==> src/rtl/prc_pkg.sv <==
package prc_pkg;
  localparam int unsigned SYNC_STAGES = 2;

  // synchroniser slot assignment
  localparam int unsigned SLOT_PIN  = 0;
  localparam int unsigned SLOT_OVT  = 1;
  localparam int unsigned SLOT_TEST = 2;
  localparam int unsigned NUM_SLOTS = 3;

  function automatic int unsigned period_max(input int unsigned w, input int unsigned shift);
    return (32'd1 << (w - shift)) - 32'd1;
  endfunction
endpackage

==> src/rtl/prc_sync.sv <==
module prc_sync #(
  parameter int unsigned W       = 3,
  parameter logic [W-1:0] RST_VAL = '0
) (
  input  logic         clk_i,
  input  logic         rst_ni,
  input  logic [W-1:0] d_i,
  output logic [W-1:0] q_o
);
  logic [W-1:0] stg_q [prc_pkg::SYNC_STAGES];

  for (genvar s = 0; s < int'(prc_pkg::SYNC_STAGES); s++) begin : g_stage
    always_ff @(posedge clk_i or negedge rst_ni) begin
      if (!rst_ni)     stg_q[s] <= RST_VAL;
      else if (s == 0) stg_q[s] <= d_i;
      else             stg_q[s] <= stg_q[(s == 0) ? 0 : s-1];
    end
  end

  assign q_o = stg_q[prc_pkg::SYNC_STAGES-1];
endmodule

==> src/rtl/prc_rst_filter.sv <==
module prc_rst_filter #(
  parameter int unsigned MIN_TICKS = 620
) (
  input  logic clk_i,
  input  logic rst_ni,
  input  logic pin_lo_i,
  output logic qual_o
);
  localparam int unsigned CW = $clog2(MIN_TICKS + 1);
  localparam logic [CW-1:0] CMAX = CW'(MIN_TICKS);

  logic [CW-1:0] cnt_q;

  // restart from zero whenever the pin returns high
  always_ff @(posedge clk_i or negedge rst_ni) begin
    if (!rst_ni)            cnt_q <= '0;
    else if (!pin_lo_i)     cnt_q <= '0;
    else if (cnt_q != CMAX) cnt_q <= cnt_q + 1'b1;
  end

  assign qual_o = (cnt_q == CMAX);

  a_r6_needs_low: assert property (@(posedge clk_i) disable iff (!rst_ni)
    $rose(qual_o) |-> $past(pin_lo_i));
  a_r7_release: assert property (@(posedge clk_i) disable iff (!rst_ni)
    !pin_lo_i |=> !qual_o);
endmodule

==> src/rtl/prc_chan_gate.sv <==
module prc_chan_gate #(
  parameter int unsigned N_CH = 8
) (
  input  logic            clk_i,
  input  logic            rst_ni,
  input  logic            clr_i,
  input  logic            ovt_i,
  input  logic            load_i,
  input  logic [N_CH-1:0] load_data_i,
  input  logic            capture_i,
  output logic [N_CH-1:0] drv_on_o,
  output logic [N_CH-1:0] status_o
);
  logic [N_CH-1:0] cmd_q;
  logic [N_CH-1:0] status_q;

  always_ff @(posedge clk_i or negedge rst_ni) begin
    if (!rst_ni)     cmd_q <= '1;
    else if (clr_i)  cmd_q <= '1;
    else if (load_i) cmd_q <= load_data_i;
  end

  for (genvar i = 0; i < int'(N_CH); i++) begin : g_ch
    assign drv_on_o[i] = ~ovt_i & ~cmd_q[i];
  end

  always_ff @(posedge clk_i or negedge rst_ni) begin
    if (!rst_ni)        status_q <= '1;
    else if (clr_i)     status_q <= '1;
    else if (capture_i) status_q <= ~drv_on_o;
  end

  assign status_o = status_q;

  a_r2_latch_kept: assert property (@(posedge clk_i) disable iff (!rst_ni)
    (ovt_i && !load_i && !clr_i) |=> $stable(cmd_q));
  a_r4_load_wins: assert property (@(posedge clk_i) disable iff (!rst_ni)
    (load_i && !clr_i) |=> cmd_q == $past(load_data_i));
  a_r7_clear: assert property (@(posedge clk_i) disable iff (!rst_ni)
    clr_i |=> (cmd_q == '1) && (status_q == '1));
  a_r5_hot_status: assert property (@(posedge clk_i) disable iff (!rst_ni)
    (ovt_i && capture_i) |=> status_q == '1);
endmodule

==> src/rtl/prc_timebase.sv <==
module prc_timebase #(
  parameter int unsigned W     = 10,
  parameter int unsigned SHIFT = 6
) (
  input  logic clk_i,
  input  logic rst_ni,
  input  logic clr_i,
  input  logic test_i,
  output logic tick_o,
  output logic osc_half_o
);
  localparam logic [W-1:0] FULL_MAX  = W'(prc_pkg::period_max(W, 0));
  localparam logic [W-1:0] SHORT_MAX = W'(prc_pkg::period_max(W, SHIFT));

  logic [W-1:0] cnt_q;
  logic [W-1:0] lim;
  logic         wrap;
  logic         half_q;

  assign lim  = test_i ? SHORT_MAX : FULL_MAX;
  // >= so a switch to the short chain never overruns
  assign wrap = (cnt_q >= lim);

  always_ff @(posedge clk_i or negedge rst_ni) begin
    if (!rst_ni)     cnt_q <= '0;
    else if (clr_i)  cnt_q <= '0;
    else if (wrap)   cnt_q <= '0;
    else             cnt_q <= cnt_q + 1'b1;
  end

  always_ff @(posedge clk_i or negedge rst_ni) begin
    if (!rst_ni) half_q <= 1'b0;
    else         half_q <= ~half_q;
  end

  assign tick_o     = wrap;
  assign osc_half_o = test_i & half_q;

  a_r9_single_tick: assert property (@(posedge clk_i) disable iff (!rst_ni)
    tick_o |=> !tick_o);
  a_r10_half_toggle: assert property (@(posedge clk_i) disable iff (!rst_ni)
    (test_i && $past(test_i)) |-> osc_half_o != $past(osc_half_o));
  a_r10_half_idle: assert property (@(posedge clk_i) disable iff (!rst_ni)
    !test_i |-> !osc_half_o);
endmodule

==> src/rtl/prot_reset_ctrl.sv <==
module prot_reset_ctrl #(
  parameter int unsigned N_CH          = 8,
  parameter int unsigned RST_MIN_TICKS = 620,
  parameter int unsigned PRESCALE_W    = 10,
  parameter int unsigned TEST_SHIFT    = 6
) (
  input  logic            clk_i,
  input  logic            rst_ni,
  input  logic            ext_rst_ni,
  input  logic            ovt_i,
  input  logic            test_i,
  input  logic            load_i,
  input  logic [N_CH-1:0] load_data_i,
  input  logic            capture_i,
  output logic [N_CH-1:0] drv_on_o,
  output logic [N_CH-1:0] status_o,
  output logic            sys_rst_no,
  output logic            tick_o,
  output logic            osc_half_o
);
  import prc_pkg::*;

  localparam logic [NUM_SLOTS-1:0] SYNC_RST = NUM_SLOTS'(1) << SLOT_PIN;

  logic [NUM_SLOTS-1:0] raw, syn;
  logic                 qual_rst;

  assign raw[SLOT_PIN]  = ext_rst_ni;
  assign raw[SLOT_OVT]  = ovt_i;
  assign raw[SLOT_TEST] = test_i;

  prc_sync #(.W(NUM_SLOTS), .RST_VAL(SYNC_RST)) i_sync (
    .clk_i, .rst_ni, .d_i(raw), .q_o(syn)
  );

  prc_rst_filter #(.MIN_TICKS(RST_MIN_TICKS)) i_filter (
    .clk_i, .rst_ni, .pin_lo_i(~syn[SLOT_PIN]), .qual_o(qual_rst)
  );

  prc_chan_gate #(.N_CH(N_CH)) i_gate (
    .clk_i, .rst_ni,
    .clr_i(qual_rst),
    .ovt_i(syn[SLOT_OVT]),
    .load_i, .load_data_i, .capture_i,
    .drv_on_o, .status_o
  );

  prc_timebase #(.W(PRESCALE_W), .SHIFT(TEST_SHIFT)) i_tb (
    .clk_i, .rst_ni,
    .clr_i(qual_rst),
    .test_i(syn[SLOT_TEST]),
    .tick_o, .osc_half_o
  );

  assign sys_rst_no = rst_ni & ~qual_rst;

  a_r2_all_off: assert property (@(posedge clk_i) disable iff (!rst_ni)
    syn[SLOT_OVT] |-> drv_on_o == '0);
  a_r7_off_in_reset: assert property (@(posedge clk_i) disable iff (!rst_ni)
    (!sys_rst_no && $past(!sys_rst_no)) |-> drv_on_o == '0);
endmodule

==> config.mk <==
export PLATFORM = sky130hd
export DESIGN_NAME = prot_reset_ctrl
export DESIGN_NICKNAME = d
export VERILOG_FILES = /design/src/rtl/prc_pkg.sv /design/src/rtl/prc_sync.sv /design/src/rtl/prc_rst_filter.sv /design/src/rtl/prc_chan_gate.sv /design/src/rtl/prc_timebase.sv /design/src/rtl/prot_reset_ctrl.sv
export SDC_FILE = /design/constraint.sdc
export NUM_CORES = 1
export LEC_CHECK = 0
export ABC_AREA = 1
export BUFFER_PORTS_ARGS = -buffer_cell sky130_fd_sc_hd__buf_4
export CORE_ASPECT_RATIO = 1.2
export CORE_MARGIN = 5
export CORE_UTILIZATION = 51
export DETAILED_ROUTE_END_ITERATION = 16
export GPL_TIMING_DRIVEN = 1
export PLACE_DENSITY = 0.73
export SLEW_MARGIN = 20
export SYNTH_ARGS = -nofsm -noshare
export SYNTH_HDL_FRONTEND = slang
export SYNTH_SLANG_ARGS = --single-unit
==> constraint.sdc <==
create_clock -name clk_i -period 2 [get_ports clk_i]
set_clock_uncertainty 0.2 [all_clocks]
set_input_delay 0.1 -clock clk_i [delete_from_list [all_inputs] [get_ports clk_i]]
set_output_delay 0.1 -clock clk_i [all_outputs]
set_load 0.02 [all_outputs]
# ---- After elaboration in Yosys (flattened, before gate mapping)
# Index checks and enable logic that the tools add are counted.
dict set report classes {
  n_addsub 2
  n_lt_le_gt_ge 1
  n_eq_ne 2
  muxes 9
  n_bitwise 22
  n_reduce_logical 3
}
# operator n
set op_table {}
lappend op_table {{10-bit two-way mux} 5}
lappend op_table {{8-bit two-way mux} 4}
lappend op_table {{10-bit by 1-bit adder with 10-bit output, second input constant} 2}
lappend op_table {{1-bit inverter} 11}
lappend op_table {{1-bit bitwise AND} 10}
lappend op_table {{10-bit equality test, second input constant} 1}
lappend op_table {{10-bit greater-or-equal comparator} 1}
lappend op_table {{10-bit != test, second input constant} 1}
lappend op_table {{8-bit inverter} 1}
lappend op_table {{2-bit nonzero test} 3}
dict set report totals {
  ff_bits 43
  output_inout_bits 19
}

# ---- Logic depth before layout (Yosys ltp)
# Gate-level depths: netlist (run 1).
dict set report depth {
  word_depth 5
  depth_mapped 9
}

# ---- Cells and area by module
# A second synthesis (run 1) with hierarchy kept.
dict set report unflattened {
  cells_unflattened 246
  hier_area_um2 2203.4
}
# module instances cells_per_inst area_each_um2
set by_module_without_submodules {}
lappend by_module_without_submodules {prc_chan_gate 1 78 733.2}
lappend by_module_without_submodules {prc_timebase 1 77 701.9}
lappend by_module_without_submodules {prc_rst_filter 1 79 579.3}
lappend by_module_without_submodules {prc_sync 1 9 175.2}
lappend by_module_without_submodules {prot_reset_ctrl 1 3 13.8}

# ---- Least setup slack after synthesis (run 1)
# OpenSTA, ideal clock, no wires.
dict set report synth_path {
  path_type {reg2reg}
  startpoint {register i_sync.stg_q (netlist bit i_sync.q_o[2])}
  endpoint {register i_tb.cnt_q[0]}
  setup_ns 0.075
  arrival_ns 1.346
  required_ns 1.725
  path_slack_ns 0.379
  path_stages_with_launch 9
  n_path_buf 0
  period_less_slack_ns 1.621
  path_cell_list {dfrtp_1 -> ha_1 -> nand2_1 -> inv_1 -> nand2_1 -> nand2_1 -> nor2_1 -> nand3_2 -> nor2_1}
}
dict set report synth_between {
  elab_chain_len 4
}
# item line
set synth_lines {}
lappend synth_lines {{start, declared} prc_sync.sv:10} ;# logic [W-1:0] stg_q [prc_pkg::SYNC_STAGES];
lappend synth_lines {{start signal, assigned by index} prc_sync.sv:15} ;# else if (s == 0) stg_q[s] <= d_i;
lappend synth_lines {{start signal, assigned by index} prc_sync.sv:16} ;# else stg_q[s] <= stg_q[(s == 0) ? 0 : s-1];
lappend synth_lines {{10-bit two-way mux} prc_timebase.sv:20} ;# assign lim = test_i ? SHORT_MAX : FULL_MAX;
lappend synth_lines {{10-bit greater-or-equal comparator} prc_timebase.sv:22} ;# assign wrap = (cnt_q >= lim);
lappend synth_lines {{10-bit two-way mux} prc_timebase.sv:27} ;# else if (wrap) cnt_q <= '0;
lappend synth_lines {{10-bit two-way mux} prc_timebase.sv:26} ;# else if (clr_i) cnt_q <= '0;
lappend synth_lines {{end signal, assigned} prc_timebase.sv:28} ;# else cnt_q <= cnt_q + 1'b1;
lappend synth_lines {{end, declared} prc_timebase.sv:15} ;# logic [W-1:0] cnt_q;
# Every way passes these cells.
# A chain may end at the register's enable or synchronous reset.

# ---- Final worst setup path (run 1)
dict set report layout_path {
  startpoint {register i_sync.stg_q (netlist bit i_sync.q_o[2])}
  endpoint {output port tick_o}
}
dict set report layout_between {
  elab_chain_len 2
}
# item line
set layout_lines {}
lappend layout_lines {{10-bit two-way mux} prc_timebase.sv:20}
lappend layout_lines {{10-bit greater-or-equal comparator} prc_timebase.sv:22}
lappend layout_lines {{end, declared} prot_reset_ctrl.sv:18} ;# output logic tick_o,
# Every way passes these cells.

==> impl_summary.txt, run 1 <==
----------------------------------------------------
[Clock network]
  Maximum clock path buffer count ... 2
  Clk Latency, worst-skew pair ... 0.30 ns
  Clock-pin slew on the worst setup and hold paths ... 0.08 ns
  CTS Root Buffer Type ... clkbuf_8
  CTS buffer count ... 5
  Number of sinks on the clock net ... 43
  Number of levels in the clock H-tree ... 2
  Clock tree from TritonCTS ... done

[Hold path]
  Worst min-delay path category ... in2reg
  Worst hold path stage count ... 4

[Finish]
  Layout overhead on the synthesized area ... 35.9%
  Final non-filler cell total ... 352
  Final-stage net count ... 321
  Util after Layout ... 71.2%
  Number of filler cells placed in the layout ... 317
  Fraction of final layout cells sized beyond drive strength 1 ... 29.5%
  Diodes inserted ... 0

[Placed design]
  Estimated wirelength of the detail-placed design ... 3040 µm
  Post-Place Worst Slack ... 0.212 ns
  Number of I/O port buffers ... 33
  RD Place Congestion ... 0.836
  Dpl cells ... 320

[Route]
  Routed length per instance ... 13.1 µm
  Number of vias in the routed layout ... 1,754
  Avg Vias per Cell ... 4.98
  Drt drc ... 0
  Number of nets with antenna violations after detailed routing ... 0
  Overall routed net length ... 4600 µm
  Number of detailed-routing iterations run before antenna repair ... 4
  DRT iter0 DRCs ... 93

[Logic synthesis]
  Number of library cell types mapped by synthesis ... 25
  Compound-Gate Fraction of Synth Area ... 5.33%
  Warnings, synthesis ... 0
  Fraction of synthesized cell area in xor and xnor cells ... 3.39%
  Average instance area after synthesis ... 8.75 µm²
  Number of synthesized register bits ... 43
  Most instantiated flip-flop cell in the synthesis netlist ... dfrtp_1
  Post-Synth Adder-Cell Area ... 5.45%
  Synthesized Nets ... 260
  Fraction of registers with async set or reset after synthesis ... 100%
  Share of synthesized area spent on multiplexers ... 0%
  Dominant combinational cell family by area after synthesis ... simple AND/OR/NAND/NOR gates
  EDFF count, synth ... 0
  Area of the mapped netlist ... 2060 µm²
  Post-synthesis sequential area ratio ... 53.2%
  Number of cells produced by synthesis ... 236
  Area fraction in and, or, nand and nor cells after synthesis ... 26.4%

[Die]
  DIE AREA ... 5430 µm²
  Die Y-Extent ... 79.7 µm
  Initial standard-cell utilization of the core ... 52.4%
  Number of top-level design ports ... 34
  Total core area ... 3940 µm²
  Number of rows in the core area ... 25
  Chip Width ... 68.1 µm

[Global route]
  Global-route wire length before repair ... 7750 µm
  Pin count of the biggest net entering global routing ... 44
  Total gr overflow ... 0
  Via count of the first global-routing pass ... 1,698
  Tot GR Track Use ... 18.7%
  Number of antenna violations at the first check in global routing ... 0

[STA]
  Transition time at the pin with the least slew margin ... 0.517 ns
  # setup viols final ... 0
  WHS ... 0.0412 ns
  Count of endpoints failing hold in the final timing report ... 0
  Highest attainable clock frequency ... 511 MHz
  TNS Setup ... 0 ns
  Fin worst setup slack ... 0.0438 ns
  Number of pins exceeding their max-slew limit in the final report ... 0
  Minimum clock period after layout ... 1.96 ns
  Tcrit/Tclk final ... 97.8%
  RSZ-0062 raised after global routing ... true
  Rel. slew slack ... 65.5%

[Setup path]
  Slowest library cell on the worst path ... dfrtp_2
  Max stage delay on crit path ... 0.52 ns
  Critical path type ... reg2out
  CP max FO ... 7
  Arrival @ worst endpoint ... 1.66 ns
  R2R depth ... 6
  Crit path top cell by count ... nand2_1
  Critical-path cell list ... ha_4 -> a21oi_1 -> nand2_1 -> nor2_2 -> nand2_1 -> buf_6
  Type of element capturing the critical path ... output pin
  Required time worst endpoint ... 1.70 ns
  Worst setup SP type ... flop

[Run]
  Total of max-cap violations ... 0

[Power and ir drop]
  Power Dens Cells ... 845 nW/µm²
  Leakage ... 1.32 nW
  VDD IR max ... 0.000603 V

[Run status]
  Run status ... finished, final reports clean

----------------------------------------------------
[state kept, by name, summed over array words and instances (netlist names)]
name / flops
i_gate.status_o: 8
i_tb.half_q: 1
i_sync.stg_q: 3
i_tb.cnt_q: 10
i_filter.cnt_q: 10
i_sync.q_o: 3
i_gate.cmd_q: 8
[worst max-delay path, delay by kind of cell, from the launching register on]
kind	cells	cell delay [ns]
flops	1	0.52
simple gates	3	0.28
compound gates	1	0.14
fa+ha+maj	1	0.29
buf+inv	1	0.14
[layer usage]
layer,vias up,global-route usage [%],wire length (µm)
li1,868,-,-
met1,833,25.5,1990
met2,44,29.9,2360
met3,9,3.10,166
met4,0,6.56,74
met5,-,0,0
[layout make-up]
cell class	count	area (µm²)	area share [%]
multi-input cells	161	928	33.1
inverters	27	101	3.61
clock buffers	5	68.8	2.45
well taps	54	67.6	2.41
clock inverters	3	43.8	1.56
flip-flops and latches	43	1100	39.2
repair buffers	59	497	17.7
[cell usage after synthesis, types with 4 or more instances]
library cell / n / area, µm²
nor2_1: 30 / 113
inv_1: 26 / 97.6
dfstp_2: 18 / 473
nand2_1: 63 / 236
ha_1: 9 / 113
xor2_1: 4 / 35.0
dfrtp_1: 25 / 626
xnor2_1: 4 / 35.0
nand3_1: 17 / 85.1
a21oi_1: 8 / 40.0
nor2_2: 4 / 25.0
o211ai_1: 8 / 60.1
[kinds of logic after synthesis]
family                     Yosys count
and+or+nand+nor                    126
DFF                                 43
buffers and inverters               32
AOI/OAI and AO/OA                   18
adders and majority gates            9
xor gates and xnor gates             8
[final timing paths]
path / from / slack (ns) / end
hold / removal: load_i / 0.04 / i_gate.cmd_q[4]
setup reg to reg: i_sync.q_o[2] / 0.26 / i_tb.cnt_q[1]
hold reg to reg: i_sync.stg_q[3] / 0.16 / i_sync.q_o[0]
min in group asynchronous: rst_ni / 0.24 / i_sync.stg_q[5]
max in group asynchronous: rst_ni / 0.99 / i_sync.stg_q[3]
setup / recovery: i_sync.q_o[2] / 0.04 / tick_o
[power by group]
group	internal (W)	switching (W)	leakage [nW]
registers	0.00101	0.000116	0.507
logic	0.000277	0.000304	0.758
clock network	0.000372	0.000291	0.0581
total	0.00166	0.000711	1.32
[cells in the final DEF (no fill, tap or decap), types with 4 or more instances in the layout]
master,count
nand3_1,17
buf_4,38
nor2_1,28
dfrtp_1,24
dlygate4sd3_1,20
nand2_1,60
o211ai_1,8
xor2_1,4
xnor2_1,4
dfstp_2,18
inv_1,24
nor2_2,6
a21oi_1,7
ha_4,5
ha_1,4
clkbuf_8,5
[stage by stage]
step           total power (W)  instance area (µm²)
5_1_grt                0.00253                 2810
3_3_place_gp           0.00161                 2370
2_1_floorplan          0.00146                 2060
6_report               0.00237                 2810
4_1_cts                0.00233                 2690
3_5_place_dp           0.00163                 2370
[repair_timing]
item                                    in CTS  in global routing
endpoints found under the setup margin       2                  2
endpoints found under the hold margin       36                  0
cloned                                       0                  0
hold buffers                                20                  0
pin swaps                                    0                  8
buffers inserted                             0                  4
gates resized for setup                      3                 14
Note: power is estimated with default switching activity, not from simulation.
==> run 2, diff against run 1 <==
--- a/config.mk
+++ b/config.mk
@@ -12,7 +12,7 @@
 export CORE_UTILIZATION = 51
 export DETAILED_ROUTE_END_ITERATION = 16
 export GPL_TIMING_DRIVEN = 1
-export PLACE_DENSITY = 0.73
+export PLACE_DENSITY = 0.8
 export SLEW_MARGIN = 20
 export SYNTH_ARGS = -nofsm -noshare
 export SYNTH_HDL_FRONTEND = slang
==> impl_summary.txt, run 2 (synthesis gave the netlist of run 1 again) <==
----------------------------------------------------
[Run status]
  Run status ... finished, final reports clean

[Die]
  DIE AREA ... 5430 µm²
  Initial standard-cell utilization of the core ... 52.4%
  Number of rows in the core area ... 25
  Total core area ... 3940 µm²
  Number of top-level design ports ... 34
  Die Y-Extent ... 79.7 µm
  Chip Width ... 68.1 µm

[Setup path]
  R2R depth ... 7
  Type of element capturing the critical path ... output pin
  Max stage delay on crit path ... 0.52 ns
  CP max FO ... 7
  Crit path top cell by count ... nand2_1
  Slowest library cell on the worst path ... dfrtp_2
  Arrival @ worst endpoint ... 1.66 ns
  Critical-path cell list ... ha_4 -> a21oi_1 -> nand2_1 -> nor2_2 -> nand2_1 -> buf_6
  Critical path type ... reg2out
  Endpoint of the most critical register-to-register path ... i_tb.cnt_q[8]
  Critical R2R Launch ... i_sync.q_o[2]
  Buf+Inv Stages, Crit Path ... 1
  Worst path top cell family by delay ... flip-flops
  Worst setup SP type ... flop
  Reg-to-reg setup timing slack ... 0.13 ns
  Required time worst endpoint ... 1.70 ns

[Placed design]
  Dpl cells ... 320
  RD Place Congestion ... 0.870
  Estimated wirelength of the detail-placed design ... 2910 µm
  Area after DPL ... 2370 µm²
  Post-Place Worst Slack ... 0.143 ns
  Number of I/O port buffers ... 33

[Finish]
  Layout overhead on the synthesized area ... 37.4%
  Most common cell after layout, fill and taps aside ... nand2_1
  Fraction of final layout cells sized beyond drive strength 1 ... 29.5%
  Diodes inserted ... 0
  Most used cells in the layout excluding fill and tap cells ... nand2_1 (59), buf_4 (37), nor2_1 (28)
  Final instance area ... 2840 µm²
  Final-stage net count ... 321
  Final non-filler cell total ... 352
  Regs by FF count ... i_filter.cnt_q x10, i_tb.cnt_q x10

[Clock network]
  CTS Root Buffer Type ... clkbuf_8
  Clk Latency, worst-skew pair ... 0.29 ns
  Number of sinks on the clock net ... 43
  Number of levels in the clock H-tree ... 2
  Clock tree from TritonCTS ... done
  Maximum clock path buffer count ... 2
  Clock-pin slew on the worst setup and hold paths ... 0.08 ns
  CTS buffer count ... 5

[Route]
  Number of detailed-routing iterations run before antenna repair ... 4
  Routed length per instance ... 14.4 µm
  Avg Vias per Cell ... 5.09
  DRT iter0 DRCs ... 137
  Number of vias in the routed layout ... 1,793
  Overall routed net length ... 5070 µm
  Drt drc ... 0
  Number of nets with antenna violations after detailed routing ... 0

[Hold path]
  Worst min-delay path category ... in2reg
  Worst hold path stage count ... 4
  End of the worst hold path ... i_gate.cmd_q[4]
  Launch point of the worst hold path ... load_i

[Global route]
  Via count of the first global-routing pass ... 1,795
  Tot GR Track Use ... 20.2%
  Global-route wire length before repair ... 8240 µm
  Number of antenna violations at the first check in global routing ... 0
  Pin count of the biggest net entering global routing ... 44
  Total gr overflow ... 0

[Power and ir drop]
  Leakage ... 1.34 nW
  Power Dens Cells ... 884 nW/µm²
  VDD IR max ... 0.000918 V

[STA]
  RSZ-0062 raised after global routing ... true
  Rel. slew slack ... 64.6%
  Minimum clock period after layout ... 1.96 ns
  # setup viols final ... 0
  Number of pins exceeding their max-slew limit in the final report ... 0
  Highest attainable clock frequency ... 511 MHz
  Transition time at the pin with the least slew margin ... 0.530 ns
  Tcrit/Tclk final ... 97.9%
  WHS ... 0.0605 ns
  Count of endpoints failing hold in the final timing report ... 0
  Fin worst setup slack ... 0.0425 ns
  TNS Setup ... 0 ns

[Run]
  Total of max-cap violations ... 0

----------------------------------------------------
[run 2: worst register-to-register path, cell delays in order (launching register included)]
cell and delay [ns]:
dfrtp_2 0.52, ha_4 0.29, a21oi_1 0.17, nand2_1 0.08, nor2_2 0.10, buf_4 0.12
nand3_2 0.17, nor2_1 0.16
[run 2: repair_timing]
action                     4_1_cts  5_1_grt
hold endpoints to repair        36        0
setup endpoints to repair        2        2
resized for setup                3       19
pin swaps                        0       13
hold buffers                    20        0
setup buffers                    1        3
[run 2: area by class of cell]
cell class	instances	area, µm²
fillers	305	1100
flip-flops and latches	43	1100
multi-input cells	161	935
repair buffers	59	500
inverters	27	101
clock buffers	6	72.6
well taps	54	67.6
clock inverters	2	60.1
[run 2: metal layers]
metal / wire (µm) / track usage [%]
met1: 2010 / 24.7
met4: 105 / 8.35
met5: 0 / 0
met2: 2780 / 34.9
met3: 179 / 2.82
[run 2: per-stage QoR]
stage	util [%]	total power, W
final	72.0	0.00251
after global routing	72.0	0.00264
after CTS	68.9	0.00245
after detailed placement	60.1	0.00162
after global placement	60.1	0.00161
after floorplan	-	0.00146
[run 2: worst max-delay path by stage]
stage                        from            end  slack [ns]  cells after the start
floorplan           i_sync.q_o[2]  i_tb.cnt_q[0]        0.38                      8
finish              i_sync.q_o[2]         tick_o        0.04                      6
global route        i_sync.q_o[2]         tick_o       -0.06                      6
CTS                 i_sync.q_o[2]         tick_o        0.02                      8
detailed placement  i_sync.q_o[2]  i_tb.cnt_q[8]        0.14                      8
global placement    i_sync.q_o[2]  i_tb.cnt_q[7]        0.24                      8
[run 2: power by group]
| part | total [W] | switching (W) | internal, W |
|---|---|---|---|
| Sequential | 0.00112 | 0.000112 | 0.00101 |
| Clock | 0.000799 | 0.000300 | 0.000499 |
| Combinational | 0.000585 | 0.000308 | 0.000277 |
